## src/rtl/clb_pkg.sv

```systemverilog
package clb_pkg;
  localparam int unsigned BYTE_W = 8;
  localparam logic [BYTE_W-1:0] BLANK_CODE = 8'h20;
  typedef logic [BYTE_W-1:0] char_t;

  // legal size: nonzero power of two not above lane count
  function automatic logic size_legal(input int unsigned sz, input int unsigned lanes);
    return (sz != 0) && ((sz & (sz - 1)) == 0) && (sz <= lanes);
  endfunction
endpackage

```

## src/rtl/clb_wr_lanes.sv

```systemverilog
module clb_wr_lanes #(
  parameter int unsigned LANES = 8,
  localparam int unsigned OFF_W = $clog2(LANES),
  localparam int unsigned SIZE_W = OFF_W + 1,
  localparam int unsigned DATA_W = LANES * clb_pkg::BYTE_W
) (
  input  logic              en_i,
  input  logic [OFF_W-1:0]  offset_i,
  input  logic [SIZE_W-1:0] size_i,
  input  logic [DATA_W-1:0] wdata_i,
  output logic [LANES-1:0]  we_o,
  output logic [DATA_W-1:0] wbyte_o
);
  for (genvar p = 0; p < LANES; p++) begin : g_pos
    logic [OFF_W-1:0] lane;
    assign lane = OFF_W'(p) - offset_i; // wraps mod LANES
    assign we_o[p] = en_i && ({1'b0, lane} < size_i);
    assign wbyte_o[p*8 +: 8] = wdata_i[lane*8 +: 8];
  end
endmodule

```

## src/rtl/clb_rd_lanes.sv

```systemverilog
module clb_rd_lanes #(
  parameter int unsigned LANES = 8,
  localparam int unsigned OFF_W = $clog2(LANES),
  localparam int unsigned SIZE_W = OFF_W + 1,
  localparam int unsigned DATA_W = LANES * clb_pkg::BYTE_W
) (
  input  logic              legal_i,
  input  logic [OFF_W-1:0]  offset_i,
  input  logic [SIZE_W-1:0] size_i,
  input  logic [DATA_W-1:0] line_i,
  output logic [DATA_W-1:0] rdata_o
);
  for (genvar i = 0; i < LANES; i++) begin : g_lane
    logic [OFF_W-1:0] pos;
    assign pos = offset_i + OFF_W'(i);
    assign rdata_o[i*8 +: 8] = (legal_i && (SIZE_W'(i) < size_i)) ? line_i[pos*8 +: 8] : '0;
  end
endmodule

```

## src/rtl/clb_blank_once.sv

```systemverilog
module clb_blank_once (
  input  logic       clk_i,
  input  logic       rst_ni,
  input  logic       link_i,
  output logic       blank_valid_o,
  output logic [7:0] blank_char_o
);
  logic done_q, blank_q;

  always_ff @(posedge clk_i or negedge rst_ni) begin
    if (!rst_ni) begin
      done_q  <= 1'b0;
      blank_q <= 1'b0;
    end else begin
      blank_q <= link_i && !done_q;
      if (link_i) done_q <= 1'b1;
    end
  end

  assign blank_valid_o = blank_q;
  assign blank_char_o  = clb_pkg::BLANK_CODE;


  blank_single_cycle_chk: assert property (@(posedge clk_i) disable iff (!rst_ni)
    blank_valid_o |=> !blank_valid_o);

  blank_needs_link_chk: assert property (@(posedge clk_i) disable iff (!rst_ni)
    blank_valid_o |-> $past(link_i));
endmodule

```

## src/rtl/char_line_buf.sv

```systemverilog
module char_line_buf #(
  parameter int unsigned LANES = 8,
  localparam int unsigned OFF_W = $clog2(LANES),
  localparam int unsigned SIZE_W = OFF_W + 1,
  localparam int unsigned DATA_W = LANES * clb_pkg::BYTE_W
) (
  input  logic              clk_i,
  input  logic              rst_ni,
  input  logic              req_valid_i,
  output logic              req_ready_o,
  input  logic              req_write_i,
  input  logic [OFF_W-1:0]  req_offset_i,
  input  logic [SIZE_W-1:0] req_size_i,
  input  logic [DATA_W-1:0] req_wdata_i,
  output logic              rsp_valid_o,
  output logic [DATA_W-1:0] rsp_rdata_o,
  input  logic              link_up_i,
  output logic              blank_valid_o,
  output logic [7:0]        blank_char_o,
  output logic              refresh_o,
  output logic [DATA_W-1:0] line_o
);
  logic              fire, legal, wr_fire, rd_fire;
  logic [LANES-1:0]  we;
  logic [DATA_W-1:0] wbyte, rdata_d, rdata_q, line_q;
  logic              refresh_q, rsp_valid_q;

  assign req_ready_o = rst_ni;
  assign fire    = req_valid_i && req_ready_o;
  assign legal   = clb_pkg::size_legal(int'(req_size_i), LANES);
  assign wr_fire = fire && req_write_i && legal;
  assign rd_fire = fire && !req_write_i;

  clb_wr_lanes #(.LANES(LANES)) i_wr (
    .en_i(wr_fire), .offset_i(req_offset_i), .size_i(req_size_i),
    .wdata_i(req_wdata_i), .we_o(we), .wbyte_o(wbyte)
  );

  clb_rd_lanes #(.LANES(LANES)) i_rd (
    .legal_i(legal), .offset_i(req_offset_i), .size_i(req_size_i),
    .line_i(line_q), .rdata_o(rdata_d)
  );

  clb_blank_once i_blank (
    .clk_i(clk_i), .rst_ni(rst_ni), .link_i(link_up_i),
    .blank_valid_o(blank_valid_o), .blank_char_o(blank_char_o)
  );

  for (genvar p = 0; p < LANES; p++) begin : g_store
    always_ff @(posedge clk_i or negedge rst_ni) begin
      if (!rst_ni)    line_q[p*8 +: 8] <= '0;
      else if (we[p]) line_q[p*8 +: 8] <= wbyte[p*8 +: 8];
    end
  end

  always_ff @(posedge clk_i or negedge rst_ni) begin
    if (!rst_ni) begin
      refresh_q   <= 1'b0;
      rsp_valid_q <= 1'b0;
      rdata_q     <= '0;
    end else begin
      refresh_q   <= wr_fire;
      rsp_valid_q <= rd_fire;
      if (rd_fire) rdata_q <= rdata_d;
    end
  end

  assign refresh_o   = refresh_q;
  assign rsp_valid_o = rsp_valid_q;
  assign rsp_rdata_o = rdata_q;
  assign line_o      = line_q;


  refresh_after_write_chk: assert property (@(posedge clk_i) disable iff (!rst_ni)
    (req_valid_i && req_write_i && legal) |=> refresh_o);

  refresh_cause_chk: assert property (@(posedge clk_i) disable iff (!rst_ni)
    refresh_o |-> $past(req_valid_i && req_write_i));

  bad_write_hold_chk: assert property (@(posedge clk_i) disable iff (!rst_ni)
    (req_valid_i && req_write_i && !legal) |=> ($stable(line_o) && !refresh_o));

  rsp_follows_read_chk: assert property (@(posedge clk_i) disable iff (!rst_ni)
    (req_valid_i && !req_write_i) |=> rsp_valid_o);

  read_upper_zero_chk: assert property (@(posedge clk_i) disable iff (!rst_ni)
    (rsp_valid_o && $past(req_size_i) == SIZE_W'(1)) |-> (rsp_rdata_o[DATA_W-1:8] == '0));
endmodule

```

## config.mk

```make
export PLATFORM = sky130hd
export DESIGN_NAME = char_line_buf
export DESIGN_NICKNAME = d
export VERILOG_FILES = /design/src/rtl/clb_pkg.sv /design/src/rtl/clb_wr_lanes.sv /design/src/rtl/clb_rd_lanes.sv /design/src/rtl/clb_blank_once.sv /design/src/rtl/char_line_buf.sv
export SDC_FILE = /design/constraint.sdc
export NUM_CORES = 1
export LEC_CHECK = 0
export BUFFER_PORTS_ARGS = -buffer_cell sky130_fd_sc_hd__buf_4
export CORE_ASPECT_RATIO = 1.2
export CORE_MARGIN = 3
export CORE_UTILIZATION = 40
export CTS_CLUSTER_SIZE = 10
export DETAILED_ROUTE_END_ITERATION = 7
export GPL_ROUTABILITY_DRIVEN = 0
export MAX_ROUTING_LAYER = met4
export PLACE_DENSITY = 0.69
export SLEW_MARGIN = 15
export SYNTH_ARGS = -nofsm -noshare
export SYNTH_HDL_FRONTEND = slang
export SYNTH_SLANG_ARGS = --single-unit
```

## constraint.sdc

```tcl
create_clock -name clk_i -period 1.2 [get_ports clk_i]
set_clock_uncertainty 0.1 [all_clocks]
set_input_delay 0.12 -clock clk_i [delete_from_list [all_inputs] [get_ports clk_i]]
set_output_delay 0.12 -clock clk_i [all_outputs]
set_load 0.01 [all_outputs]
```

## After elaboration in Yosys (flattened, before gate mapping)

Index checks and enable logic that the tools add are counted.

- Flip-flop bits (word level): 132
- Output and inout bits: 140
- Input bits: 76

- Bitwise operators: 1
- Shift-type cells: 16
- Mux-type cells: 8
- $add $sub $neg: 16
- Reductions and logical operators: 27
- Magnitude comparators: 17

Operator list:

| cell | number |
|---|---|
| 64-bit by 7-bit variable part select with 8-bit output | 16 |
| 8-bit 2-to-1 mux | 8 |
| 4-bit by 32-bit AND with 32-bit output | 1 |
| 32-bit zero test | 1 |
| 3-bit by 4-bit less-than comparator with 1-bit output | 8 |
| 1-bit logical AND | 23 |
| 3-bit by 4-bit less-than comparator with 1-bit output (first input constant) | 4 |
| 3-bit adder (second input constant) | 4 |
| 3-bit subtractor (first input constant) | 4 |
| 1-bit by 4-bit less-than comparator with 1-bit output (first input constant) | 2 |
| 2-bit by 4-bit less-than comparator with 1-bit output (first input constant) | 2 |
| 3-bit by 2-bit adder with 3-bit output (second input constant) | 2 |
| 1-bit by 3-bit subtractor with 3-bit output (first input constant) | 2 |
| 2-bit by 3-bit subtractor with 3-bit output (first input constant) | 2 |
| 4-bit by 1-bit subtractor with 5-bit output (second input constant) | 1 |
| 4-bit <= comparator (second input constant) | 1 |
| 4-bit nonzero test | 1 |
| 3-bit by 1-bit adder with 3-bit output (second input constant) | 1 |
| 1-bit zero test | 2 |

## Depth between registers and ports, before layout

- Word-level depth: 7
- Gate-level depth with buffers: 14
- Depth with buffers taken out: 8

## By module

From an unflattened synthesis, not the netlist that was laid out.

- Cells, all modules: 899
- Area, all modules: 10956.8 µm²

By module, submodules not included:

| module | cells an instance | times used | area an instance (µm²) | seq. area each (µm²) |
|---|---|---|---|---|
| char_line_buf | 284 | 1 | 5072.4 | 3253.1 |
| clb_wr_lanes | 351 | 1 | 3101.7 | 0.0 |
| clb_rd_lanes | 250 | 1 | 2652.5 | 0.0 |
| clb_blank_once | 14 | 1 | 130.1 | 50.0 |

## Least setup slack after synthesis

No wires, ideal clock.

- Kind: input port to flip-flop
- From: input req_offset_i[0]
- To: register line_q[16], in the netlist line_o[16]
- Slack: -2.538 ns
- Data arrival time: 3.514 ns
- Stages: 14
- Library setup time: 0.125 ns
- Cell sequence: clkbuf_1 buf_2 buf_2 buf_2 inv_1 ha_1 clkbuf_1 buf_1 inv_1 ha_1 nand2b_1 o22ai_1 a2111oi_4 mux2_2

- Word-level cells in the longest chain between the ends: 3

Ends and longest elaborated chain:

| item | RTL line | source |
|---|---|---|
| from (decl) | char_line_buf.sv:12 | `input logic [OFF_W-1:0] req_offset_i,` |
| 2-bit by 3-bit subtractor with 3-bit output (*) | clb_wr_lanes.sv:16 | `assign lane = OFF_W'(p) - offset_i;` |
| parallel branches: the longest is 2 deep, another holds 64-bit by 7-bit variable part select with 8-bit output | n/a |  |
| to (signal, indexed assignment) | char_line_buf.sv:52 | `else if (we[p]) line_q[p*8 +: 8] <= wbyte[p*8 +: 8];` |
| to (decl) | char_line_buf.sv:25 | `logic [DATA_W-1:0] wbyte, rdata_d, rdata_q, line_q;` |

Every way passes the cells marked *.
A chain may end at the register's enable or synchronous reset.

## Worst setup path after layout

- From: input req_offset_i[1]
- To: register line_q[6], in the netlist line_o[6]

- Word-level cells in the longest chain between the ends: 3

Ends and longest elaborated chain:

| item | RTL line |
|---|---|
| 1-bit by 3-bit subtractor with 3-bit output (*) | clb_wr_lanes.sv:16 |
| parallel branches: the longest is 2 deep, another holds 64-bit by 7-bit variable part select with 8-bit output | n/a |

Marks and branches as above.

==> impl_metrics.env <==
export IMPL_worstPathRequired_ns=1.40
export IMPL_clkSinkCount=132
export IMPL_drt_first_pass_iters=5
export IMPL_ios=216
export IMPL_synth_distinct_cells=33
export IMPL_netlist_top_cells_area="dfrtp_1 (34%), mux4_2 (29%), nand2_1 (9.9%), mux2_2 (7.3%), mux2i_1 (6.5%)"
export IMPL_syn_to_final_growth_pct=59.31
export IMPL_syn_instance_count=857
export IMPL_path_class="in2reg"
export IMPL_fillers=1708
export IMPL_p_leak_nw=7.271
export IMPL_maxSlewViolCount=0
export IMPL_synth_top_area_frac=0.3359
export IMPL_design_area_sq_um=15670
export IMPL_numCtsBuffers=17
export IMPL_post_drt_wl_per_cell_um=22.90
export IMPL_grt_first_pass_wirelength_mm=52.20
export IMPL_status="finished, violations left"
export IMPL_synth_area_sq_um=9833
export IMPL_critPathMaxFanout=8
export IMPL_worst_slack_ns=-0.5555
export IMPL_tritoncts="built"
export IMPL_min_path_type="in2async"
export IMPL_grtUsageTotal=0.2642
export IMPL_drive_above_1_share=0.6189
export IMPL_rsz0062_at_grt="yes"
export IMPL_overflow=0
export IMPL_coreArea_sq_um=24050
export IMPL_nNetsFinal=1347
export IMPL_insertedDiodeCount=0
export IMPL_root_buffer="clkbuf_16"
export IMPL_power_density_nw_per_um2=1685
export IMPL_drt_iter0_drc=789
export IMPL_worstMarginPinSlew_ns=0.6199
export IMPL_route_antenna_remaining_nets=0
export IMPL_async_reset_ff_frac=1.000
export IMPL_antenna_found_initial=0
export IMPL_total_power_w=0.02640
export IMPL_fin_crit_sh=1.463
export IMPL_vias=9144
export IMPL_timing_rr_start="line_o[35]"
export IMPL_routed_wl_mm=36.41
export IMPL_drcViolationCount=0
export IMPL_avgSynthCellArea_sq_um=11.47
export IMPL_min_period_ns=1.755
export IMPL_ys_seq_area_frac=0.3359
export IMPL_cts_buffer_depth=2
export IMPL_cts_max_level=4
export IMPL_hpwl_mm=23.90
export IMPL_cp_end_kind="register"
export IMPL_setup_tns_ns=-56.09
export IMPL_max_freq_ghz=0.5696
export IMPL_routed_via_density=5.751
export IMPL_vdd_drop_max_mv=1.145
export IMPL_yosysTopAreaCell="dfrtp_1"
export IMPL_synth_seq_cells=132
export IMPL_clkTransAtPathRegs_ns=0.06
export IMPL_worstPathArrival_ns=1.96
export IMPL_hold_viol_final=132
export IMPL_place_area_sq_um=13240
export IMPL_fp_row_count=62
export IMPL_setup_viol=192
export IMPL_violations="negative hold slack, negative setup slack"
export IMPL_first_global_vias=9005
export IMPL_cp_start_kind="input port"
export IMPL_relSlewSlack=0.5867
export IMPL_chipHeight_um=177.8
export IMPL_cts_hold_buffers=1
export IMPL_io_buffers=207
export IMPL_clk_latency_ns=0.43
export IMPL_ys_warn_count=0
export IMPL_initial_utilization=0.4089
export IMPL_die_area_sq_um=26510
export IMPL_cap_violations=0
export IMPL_startpoint="req_offset_i[1]"
export IMPL_grt_max_degree=102
export IMPL_synth_edf_count=0
export IMPL_dieWidth_um=149.1
export IMPL_synthFlopType="dfrtp_1"
export IMPL_whs_ns=-0.2216
[stage by stage]
stage | worst slack, ns | std cells | hold WS [ns] | utilization
5_1_grt | -0.5889 | 1590 | -0.2001 | 0.6514
3_5_place_dp | -1.121 | 1464 | 0.2293 | 0.5506
2_1_floorplan | -1.654 | 863 | -0.2756 | -
6_report | -0.5555 | 1590 | -0.2216 | 0.6514
4_1_cts | -0.5452 | 1551 | -0.2019 | 0.6307
3_3_place_gp | -1.073 | 1464 | 0.2221 | 0.5506
[worst paths after layout]
path                                         end  slack, ns  depth (start not counted)
setup / recovery                       line_o[6]      -0.56                         10
hold / removal                    rsp_rdata_o[9]      -0.22                          3
setup reg to reg                 rsp_rdata_o[59]      -0.35                          3
hold reg to reg            i_blank.blank_valid_o       0.32                          1
max in group asynchronous              line_o[7]       0.63                          3
min in group clk_i                     refresh_o       0.04                          4
[where the power goes]
group	internal, W	switching (W)
clock network	0.00373	0.00203
registers	0.00554	0.00173
logic	0.00816	0.00521
total	0.0174	0.00898
[critical path, stage by stage]
cell       delay [ns]
buf_8            0.10
buf_12           0.12
inv_6            0.05
ha_4             0.22
ha_4             0.23
nand2b_4         0.08
o22ai_4          0.09
a2111oi_4        0.46
buf_12           0.20
mux2_4           0.30
[flip-flops by register name, summed over array words and instances (netlist names)]
signal,cells
line_o,64
rsp_rdata_o,64
i_blank.blank_valid_o,1
i_blank.done_q,1
refresh_o,1
rsp_valid_o,1
[cells in the mapped netlist, types with 3 or more instances]
cell	number
inv_1	8
ha_1	14
clkinv_1	4
nor2_1	3
a2111oi_4	4
buf_4	9
nor2b_1	5
mux2_2	64
mux4_2	128
buf_1	4
clkbuf_1	35
o21ai_0	66
nand2b_1	9
xnor2_2	3
dfrtp_1	132
o2111ai_1	4
buf_2	22
nand2_1	259
mux2i_1	64
[per-layer routing]
layer,vias to the layer above,share of wire,global-route usage
li1,3957,-,-
met1,4554,0.40,0.3539
met2,542,0.49,0.4078
met4,0,0.038,0.1087
met3,91,0.073,0.03755
met5,-,0,-
[cells in the final DEF, fill, tap and decap left out, types with 6 or more instances in the layout]
cell	instances
dfrtp_2	56
clkbuf_16	18
conb_1	8
ha_4	10
nand2_1	259
mux2i_2	13
clkinv_2	7
buf_6	156
mux4_2	128
o21ai_1	62
buf_16	6
dfrtp_1	76
mux2i_1	50
buf_12	18
buf_4	259
mux2_4	60
[cells by family after synthesis]
kind of cell / after synthesis / share of synthesized area
other: 2 / 0.0007637
xor gates and xnor gates: 4 / 0.005854
muxes: 256 / 0.4316
adders and majority gates: 14 / 0.01781
DFF: 132 / 0.3359
and+or+nand+nor: 287 / 0.1176
AOI/OAI and AO/OA: 80 / 0.05293
buffers and inverters: 82 / 0.03754
[layout make-up]
class                   instances  area [sq um]  share of cell area
clock inverters                14         207.7             0.01326
inverters                      12         71.32            0.004553
well taps                     320         400.4             0.02556
clock buffers                  18         439.2             0.02804
multi-input cells             649          6817              0.4351
flip-flops and latches        132          3373              0.2153
repair buffers                445          4357              0.2781
[what timing repair did]
item                                    CTS  global route
setup buffers                            48            54
endpoints found under the setup margin  197           223
cloned                                    6             1
gates resized for setup                 242           101
pin swaps                                17            13
hold endpoints to repair                134           132
Power figures use the tool's default switching activity.
